[src/rtl/pwm_gen_pkg.sv]
package pwm_gen_pkg;
   localparam int unsigned NUM_FIELDS = 2;
   localparam int unsigned FLD_PERIOD = 0;
   localparam int unsigned FLD_HIGH   = 1;

   typedef enum logic [1:0] {
      STEP_IDLE  = 2'd0,
      STEP_START = 2'd1,
      STEP_WRAP  = 2'd2,
      STEP_COUNT = 2'd3
   } pwm_step_e;

   function automatic bit width_ok(int unsigned w);
      return (w >= 2) && (w <= 64);
   endfunction
endpackage

[src/rtl/pwm_stage_bank.sv]
module pwm_stage_bank #(
   parameter int unsigned W = 32,
   parameter int unsigned N = 2
) (
   input  logic                clk,
   input  logic                rst_n,
   input  logic [N-1:0]        load,
   input  logic [N-1:0][W-1:0] din,
   output logic [N-1:0][W-1:0] q
);
   generate
      if (N < 1) begin : g_bad_n
         $error("pwm_stage_bank needs at least one field");
      end
      for (genvar i = 0; i < N; i++) begin : g_field
         logic [W-1:0] hold_q;
         always_ff @(posedge clk or negedge rst_n) begin
            if (!rst_n) begin
               hold_q <= '0;
            end else if (load[i]) begin
               hold_q <= din[i];
            end
         end
         assign q[i] = hold_q;
      end
   endgenerate
endmodule

[src/rtl/pwm_cycle_core.sv]
module pwm_cycle_core
   import pwm_gen_pkg::*;
#(
   parameter int unsigned W = 32
) (
   input  logic         clk,
   input  logic         rst_n,
   input  logic         run,
   input  logic [W-1:0] stg_period,
   input  logic [W-1:0] stg_high,
   output logic         running_q,
   output logic [W-1:0] cnt_q,
   output logic [W-1:0] act_period,
   output logic [W-1:0] act_high,
   output logic         nxt_running,
   output logic [W-1:0] nxt_cnt,
   output logic [W-1:0] nxt_period,
   output logic [W-1:0] nxt_high
);
   localparam logic [W-1:0] ONE = W'(1);

   pwm_step_e    step;
   logic         at_end;
   logic [W-1:0] last_idx;

   assign last_idx = act_period - ONE;
   assign at_end   = (cnt_q == last_idx);

   always_comb begin
      if (!run) begin
         step = STEP_IDLE;
      end else if (!running_q) begin
         step = STEP_START;
      end else if (at_end) begin
         step = STEP_WRAP;
      end else begin
         step = STEP_COUNT;
      end
   end

   always_comb begin
      nxt_running = running_q;
      nxt_cnt     = cnt_q;
      nxt_period  = act_period;
      nxt_high    = act_high;
      unique case (step)
         STEP_IDLE: begin
            nxt_running = 1'b0;
            nxt_cnt     = '0;
         end
         STEP_START, STEP_WRAP: begin
            nxt_running = 1'b1;
            nxt_cnt     = '0;
            nxt_period  = stg_period;
            nxt_high    = stg_high;
         end
         STEP_COUNT: begin
            nxt_cnt = cnt_q + ONE;
         end
         default: begin
            nxt_running = 1'b0;
            nxt_cnt     = '0;
         end
      endcase
   end

   always_ff @(posedge clk or negedge rst_n) begin
      if (!rst_n) begin
         running_q  <= 1'b0;
         cnt_q      <= '0;
         act_period <= '0;
         act_high   <= '0;
      end else begin
         running_q  <= nxt_running;
         cnt_q      <= nxt_cnt;
         act_period <= nxt_period;
         act_high   <= nxt_high;
      end
   end
endmodule

[src/rtl/pwm_wave_out.sv]
module pwm_wave_out #(
   parameter int unsigned W = 32
) (
   input  logic         clk,
   input  logic         rst_n,
   input  logic         nxt_running,
   input  logic [W-1:0] nxt_cnt,
   input  logic [W-1:0] nxt_period,
   input  logic [W-1:0] nxt_high,
   output logic         pwm_q,
   output logic         wrap_q
);
   logic         lvl_d;
   logic         wrap_d;
   logic [W-1:0] end_idx;

   assign end_idx = nxt_period - W'(1);

   always_comb begin
      if (nxt_running) begin
         lvl_d  = (nxt_cnt < nxt_high);
         wrap_d = (nxt_cnt == end_idx);
      end else begin
         lvl_d  = 1'b1;
         wrap_d = 1'b0;
      end
   end

   always_ff @(posedge clk or negedge rst_n) begin
      if (!rst_n) begin
         pwm_q  <= 1'b1;
         wrap_q <= 1'b0;
      end else begin
         pwm_q  <= lvl_d;
         wrap_q <= wrap_d;
      end
   end
endmodule

[src/rtl/pwm_gen.sv]
module pwm_gen
   import pwm_gen_pkg::*;
#(
   parameter int unsigned W = 32
) (
   input  logic         clk,
   input  logic         rst_n,
   input  logic [W-1:0] period_in,
   input  logic         period_load,
   input  logic [W-1:0] high_in,
   input  logic         high_load,
   input  logic         run,
   output logic         pwm_out,
   output logic         wrap_evt
);
   generate
      if (!width_ok(W)) begin : g_bad_width
         $error("pwm_gen: W must lie between 2 and 64");
      end
   endgenerate

   logic [NUM_FIELDS-1:0]        stg_load;
   logic [NUM_FIELDS-1:0][W-1:0] stg_din;
   logic [NUM_FIELDS-1:0][W-1:0] stg_q;

   logic         running_q;
   logic [W-1:0] cnt_q;
   logic [W-1:0] act_period;
   logic [W-1:0] act_high;
   logic         nxt_running;
   logic [W-1:0] nxt_cnt;
   logic [W-1:0] nxt_period;
   logic [W-1:0] nxt_high;

   always_comb begin
      stg_load             = '0;
      stg_din              = '0;
      stg_load[FLD_PERIOD] = period_load;
      stg_load[FLD_HIGH]   = high_load;
      stg_din[FLD_PERIOD]  = period_in;
      stg_din[FLD_HIGH]    = high_in;
   end

   pwm_stage_bank #(.W(W), .N(NUM_FIELDS)) u_stage (
      .clk  (clk),
      .rst_n(rst_n),
      .load (stg_load),
      .din  (stg_din),
      .q    (stg_q)
   );

   pwm_cycle_core #(.W(W)) u_core (
      .clk        (clk),
      .rst_n      (rst_n),
      .run        (run),
      .stg_period (stg_q[FLD_PERIOD]),
      .stg_high   (stg_q[FLD_HIGH]),
      .running_q  (running_q),
      .cnt_q      (cnt_q),
      .act_period (act_period),
      .act_high   (act_high),
      .nxt_running(nxt_running),
      .nxt_cnt    (nxt_cnt),
      .nxt_period (nxt_period),
      .nxt_high   (nxt_high)
   );

   pwm_wave_out #(.W(W)) u_wave (
      .clk        (clk),
      .rst_n      (rst_n),
      .nxt_running(nxt_running),
      .nxt_cnt    (nxt_cnt),
      .nxt_period (nxt_period),
      .nxt_high   (nxt_high),
      .pwm_q      (pwm_out),
      .wrap_q     (wrap_evt)
   );
endmodule

[config.mk]
export PLATFORM = sky130hd
export DESIGN_NAME = pwm_gen
export DESIGN_NICKNAME = d
export VERILOG_FILES = /design/src/rtl/pwm_gen_pkg.sv /design/src/rtl/pwm_stage_bank.sv /design/src/rtl/pwm_cycle_core.sv /design/src/rtl/pwm_wave_out.sv /design/src/rtl/pwm_gen.sv
export SDC_FILE = /design/constraint.sdc
export NUM_CORES = 1
export LEC_CHECK = 0
export ABC_AREA = 1
export BUFFER_PORTS_ARGS = -buffer_cell sky130_fd_sc_hd__buf_2
export CAP_MARGIN = 40
export CORE_ASPECT_RATIO = 0.75
export CORE_UTILIZATION = 40
export DETAILED_ROUTE_END_ITERATION = 8
export GPL_TIMING_DRIVEN = 0
export HOLD_SLACK_MARGIN = 0.08
export SLEW_MARGIN = 20
export SYNTH_ARGS = -nofsm -noshare
export SYNTH_HDL_FRONTEND = slang
export SYNTH_HIERARCHICAL = 1
export SYNTH_SLANG_ARGS = --single-unit
[constraint.sdc]
create_clock -name clk -period 5.3 [get_ports clk]
set_input_delay 0.795 -clock clk [delete_from_list [all_inputs] [get_ports clk]]
set_output_delay 0.795 -clock clk [all_outputs]
set_load 0.005 [all_outputs]
* After elaboration in Yosys (flattened, before gate mapping) *
Cells that the tools add are included.
W data, S select, Z words.

operators by class
  multipliers = 0
  order comparisons = 1
  bitwise gates (word level) = 0
  reductions and logical operators = 3
  mux-type cells = 9
  add/sub/neg operators = 3
  equal/unequal tests = 5
  div/mod/pow operators = 0
  shift-type cells = 0

operators by type and width
  cell                     count
  $eq A32 B32 Y1           2
  $mux W32                 2
  $pmux W32 S2             1
  $sub A32 B1 Y32 const B  2
  $add A32 B1 Y32 const B  1
  $lt A32 B32 Y1           1
  $eq A2 B2 Y1 const B     2
  $mux W2                  2
  $mux W1                  3
  $reduce_or A3 Y1         1
  $eq A2 B1 Y1 const B     1
  $logic_not A2 Y1         1
  $pmux W1 S2              1
  $reduce_or A2 Y1         1

storage, ports and cells
  output and inout bits = 2
  memory bits (read-only) = 0
  memory bits (writable) = 0
  bits in registers = 163
  word-level logic and storage cells = 29
  bits in latches = 0
  input port bits = 69
  memories = 0

* Depth between registers and ports, before layout *
  depth after elaboration = 11
  mapped depth = 36
  depth with buffers taken out = 34

* Modules after synthesis *
The synthesis kept the hierarchy.

modules (own cells, without submodules)
  module          times used  cells an instance  area an instance (sq um)  seq. area each (sq um)
  pwm_cycle_core  1           629                5460.2                    2427.3
  pwm_stage_bank  1           272                2558.7                    1601.5
  pwm_wave_out    1           438                2381.0                    51.3

* Worst setup path after synthesis *
OpenSTA, ideal clock, no wires.

  kind = register to register
  start point = reg u_core.act_period[0]
  end point = reg u_wave.wrap_q
  stages on the path, launching flop included = 31
  setup slack = 1029 ps
  clock period less this slack = 4271 ps
  path buffers = 4
  data required time = 5229 ps
  library setup time = 71 ps
  arrival = 4200 ps
  cell sequence = dfrtp_1 inv_1 ha_1 nand3_2 nor2_4 buf_6 nand2_4 nor2_1 xor2_1 nand2_1 nor2_1 nand3_1 nor2_1 nor2_1 ha_1 buf_1 buf_1 o21ai_0 inv_1 ha_1 nand2_4 nor2_8 buf_8 nand4_2 nand3_1 nand2_1 inv_1 nand3_1 nor2_1 nand2_1 nor2_1

on the way
  cells in the longest elaborated chain, start to end = 11
  elaborated cells on any way between the ends = 17
  classes of those cells = 2 x add/sub; 5 x eq/ne; 7 x mux; 3 x reduce/logical

ends and longest elaborated chain
  element                                              RTL line              source
  start: declaration                                   pwm_cycle_core.sv:13  output logic [W-1:0] act_period,
  start signal: assignment                             pwm_cycle_core.sv:76  act_period <= nxt_period;
  $sub A32 B1 Y32                                      pwm_cycle_core.sv:26  assign last_idx = act_period - ONE;
  $eq A32 B32 Y1                                       pwm_cycle_core.sv:27  assign at_end = (cnt_q == last_idx);
  $mux W1                                              pwm_cycle_core.sv:34  end else if (at_end) begin
  $mux W2                                              pwm_cycle_core.sv:32  end else if (!running_q) begin
  $mux W2                                              pwm_cycle_core.sv:30  if (!run) begin
  $eq A2 B1 Y1 / $eq A2 B2 Y1 (equally long branches)  pwm_cycle_core.sv:46  unique case (step)
  $reduce_or A2 Y1                                     --
  $mux W32 (*)                                         pwm_cycle_core.sv:46
  via nxt_period[0]                                    pwm_gen.sv:32         logic [W-1:0] nxt_period;
  $sub A32 B1 Y32 (*)                                  pwm_wave_out.sv:17    assign end_idx = nxt_period - W'(1);
  $eq A32 B32 Y1 (*)                                   pwm_wave_out.sv:22    wrap_d = (nxt_cnt == end_idx);
  $mux W1 (*)                                          pwm_wave_out.sv:20    if (nxt_running) begin
  via u_wave.wrap_d                                    pwm_wave_out.sv:14    logic wrap_d;
  end signal: assignment                               pwm_wave_out.sv:35    wrap_q <= wrap_d;
  end: declaration                                     pwm_wave_out.sv:11    output logic wrap_q

Mark *: on every way through the listed nets, which the timed path passes. The rest lies on a longest branch.
A chain may end at the register's enable or synchronous reset.

* Final worst setup path *
Same ends and word-level chain as after synthesis.

==> results.json <==
{
  "grt_remaining_overflow": 0,
  "cts_tree": "built",
  "syn_nets": 1443,
  "syn_area_sq_um": 10400,
  "antenna_found_initial": 0,
  "synthTopCellsByArea": "dfrtp_1, nand2_1, mux2_2",
  "worstPathRequired_ns": 5.67,
  "avgSynthCellArea_sq_um": 7.767,
  "worst_path_largest_cell_delay_ns": 0.40,
  "fin_setup_tns_ns": 0,
  "die_h_microns": 141.6,
  "htreeDepth": 4,
  "diodes": 0,
  "vias": 8905,
  "rsz0062_at_grt": "false",
  "period_minus_slack_ns": 4.963,
  "power_uw": 4175,
  "tightest_slew_ns": 0.6981,
  "viasPerCell": 4.997,
  "cp-end-kind": "flop",
  "synth-seq-cells": 163,
  "fin_ws_ns": 0.3371,
  "crit_type": "flop to flop",
  "die-area_sq_um": 26660,
  "num-fill-cells": 2519,
  "cp_max_fo": 10,
  "finClkSkew_ns": 0.01220,
  "synth_flop_cell": "dfrtp_1",
  "grt_max_degree": 59,
  "drv_cap": 0,
  "port_buffers": 68,
  "ir_worst_vdd_v": 0.0002544,
  "cts.path.max_buffers": 2,
  "place.gp.congestion": 0.9304,
  "path_clk_slew_ns": 0.07,
  "initial_core_util": 0.4125,
  "grt_usage": 0.2222,
  "critPathLaunchType": "flop",
  "die_x_microns": 188.2,
  "yosysWarnings": 6,
  "multi_input_area_sq_um": 5567,
  "ys_seq_area_frac": 0.3923,
  "drive_above_1_share": 0.1932,
  "status": "finished, final reports clean",
  "crit_slowest_cell": "dfrtp_1",
  "root_buffer": "clkbuf_16",
  "drt_wl_total_microns": 28400,
  "detail-route-antenna-nets": 0,
  "register_area_sq_um": 4080,
  "layout_common_cells": "nand2_1, dfrtp_1, inv_1, nor2_1, buf_2",
  "dr.pass1.iters": 5,
  "slew_viol_final": 0,
  "crit_arrival_ns": 5.33,
  "wl_per_cell_microns": 15.94,
  "hold_class": "primary input to async pin",
  "dp_cells": 1749,
  "grt_pass1_wl_microns": 45130,
  "met3_length_microns": 1739,
  "synth_cells": 1339,
  "yosysTopAreaCell": "dfrtp_1",
  "synth_cell_type_count": 47,
  "fin_util": 0.4734,
  "finalNetCount": 1535,
  "finalHoldViolCount": 0,
  "areaGrowthSynthToFinish_pct": 14.77,
  "async_reset_ff_frac": 1.000,
  "leakage_uw": 0.005892,
  "post-dp-hpwl_microns": 22620,
  "synth_top_area_share": 0.3898,
  "finalCritPeriodShare": 0.9364,
  "layout_commonest_cell": "nand2_1",
  "p_per_area_nw_per_um2": 349.8,
  "num_io_pins": 71,
  "drt_iter0_drc": 998,
  "clock_latency_ns": 0.45,
  "max-slew-margin-rel": 0.5297,
  "final_cells": 1782,
  "crit_top_cell": "nor2_1",
  "drt-met1-wl_microns": 14690,
  "cts_hold_buf": 0,
  "grt_pass1_vias": 8294,
  "r2r_slack_ns": 0.34,
  "cts.sinks": 163,
  "setup_viol": 0,
  "rows": 50,
  "cts_buffers": 17,
  "drcViolationCount": 0,
  "dr_wl_met2_microns": 11600,
  "routed.top_layer": "met4",
  "core_area_sq_um": 25210,
  "pre_cts_slack_ns": -0.7274,
  "synth-edff-count": 0,
  "max_freq_ghz": 0.2015
}
-- state kept, by name, summed over array words and instances (netlist names) --
name and flops:
u_core/act_high 32, u_core/act_period 32, u_core/cnt_q 32, u_core/running_q 1, u_stage/g_field.hold_q 64, u_wave/pwm_q 1, u_wave/wrap_q 1
-- path summary, 6_finish.rpt --
check,to,from,depth (start not counted)
worst max register to register,u_wave/wrap_q,u_core/act_period[0],31
worst min-delay path,u_stage/g_field[1].hold_q[24],rst_n,1
worst min register to register,u_stage/g_field[1].hold_q[26],u_stage/g_field[1].hold_q[26],2
min in group clk,u_stage/g_field[1].hold_q[26],u_stage/g_field[1].hold_q[26],2
max in group asynchronous,u_core/act_period[10],rst_n,2
worst max-delay path,u_wave/wrap_q,u_core/act_period[0],31
-- power breakdown --
| part | leakage (uW) | switching (uW) | total (uW) | internal, uW |
|---|---|---|---|---|
| sequential | 0.00205 | 123 | 1540 | 1420 |
| combinational | 0.00356 | 843 | 1340 | 496 |
| clock | 0.000284 | 575 | 1300 | 721 |
| total | 0.00589 | 1540 | 4170 | 2630 |
-- what timing repair did --
| action | in CTS | in global routing |
|---|---|---|
| pin swaps | 0 | 2 |
| gates resized for setup | 11 | 26 |
| buffers inserted | 0 | 1 |
| endpoints found under the setup margin | 1 | 2 |
| endpoints found under the hold margin | 0 | 0 |
-- critical path: cells and delay by family (launching register included) --
family	cells	cell delay (ns)
AOI/OAI and AO/OA	1	0.10
xor gates and xnor gates	2	0.28
adders and majority gates	3	0.86
buffers and inverters	6	0.94
DFF	1	0.40
and+or+nand+nor	19	2.29
-- per-layer routing --
metal | vias to the layer above | GRT usage
met4 | 0 | 0.05263
met3 | 27 | 0.04304
met5 | - | 0
met1 | 4185 | 0.3427
met2 | 239 | 0.3148
li1 | 4454 | -
-- stage by stage --
stage / hold slack, ns / cell area, sq um
final: 0.2741 / 11940
after global routing: 0.2935 / 11940
after CTS: 0.2783 / 11870
after detailed placement: 0.4546 / 11240
after global placement: 0.4529 / 11160
after floorplan: 0.4362 / 10400
-- cell families (layout without fill, tap and decap cells) --
| kind of cell | Yosys count | after routing | synth area share |
|---|---|---|---|
| compound gates | 94 | 94 | 0.04873 |
| xor+xnor | 63 | 63 | 0.05438 |
| fa+ha+maj | 35 | 35 | 0.04211 |
| buf+inv | 175 | 280 | 0.07748 |
| flops | 163 | 163 | 0.3923 |
| mux | 53 | 53 | 0.05739 |
| simple gates | 756 | 756 | 0.3276 |
-- cell usage after synthesis (31+ instances only) --
master / n
a21oi_1: 36
dfrtp_1: 162
ha_1: 35
inv_1: 140
mux2_2: 53
nand2_1: 421
nand2_2: 34
nand3_1: 53
nand4_1: 31
nor2_1: 139
o21ai_0: 37
xor2_1: 38
-- area by class of cell --
cell class | instances | share of cell area
plain buffers | 28 | 0.02233
clock buffers | 18 | 0.03679
clock inverters | 14 | 0.01384
inverters | 147 | 0.04748
multi-input cells | 1001 | 0.4664
flip-flops and latches | 163 | 0.3418
well taps | 338 | 0.03543
repair buffers | 73 | 0.03595
Note: power is estimated with default switching activity, not from simulation.
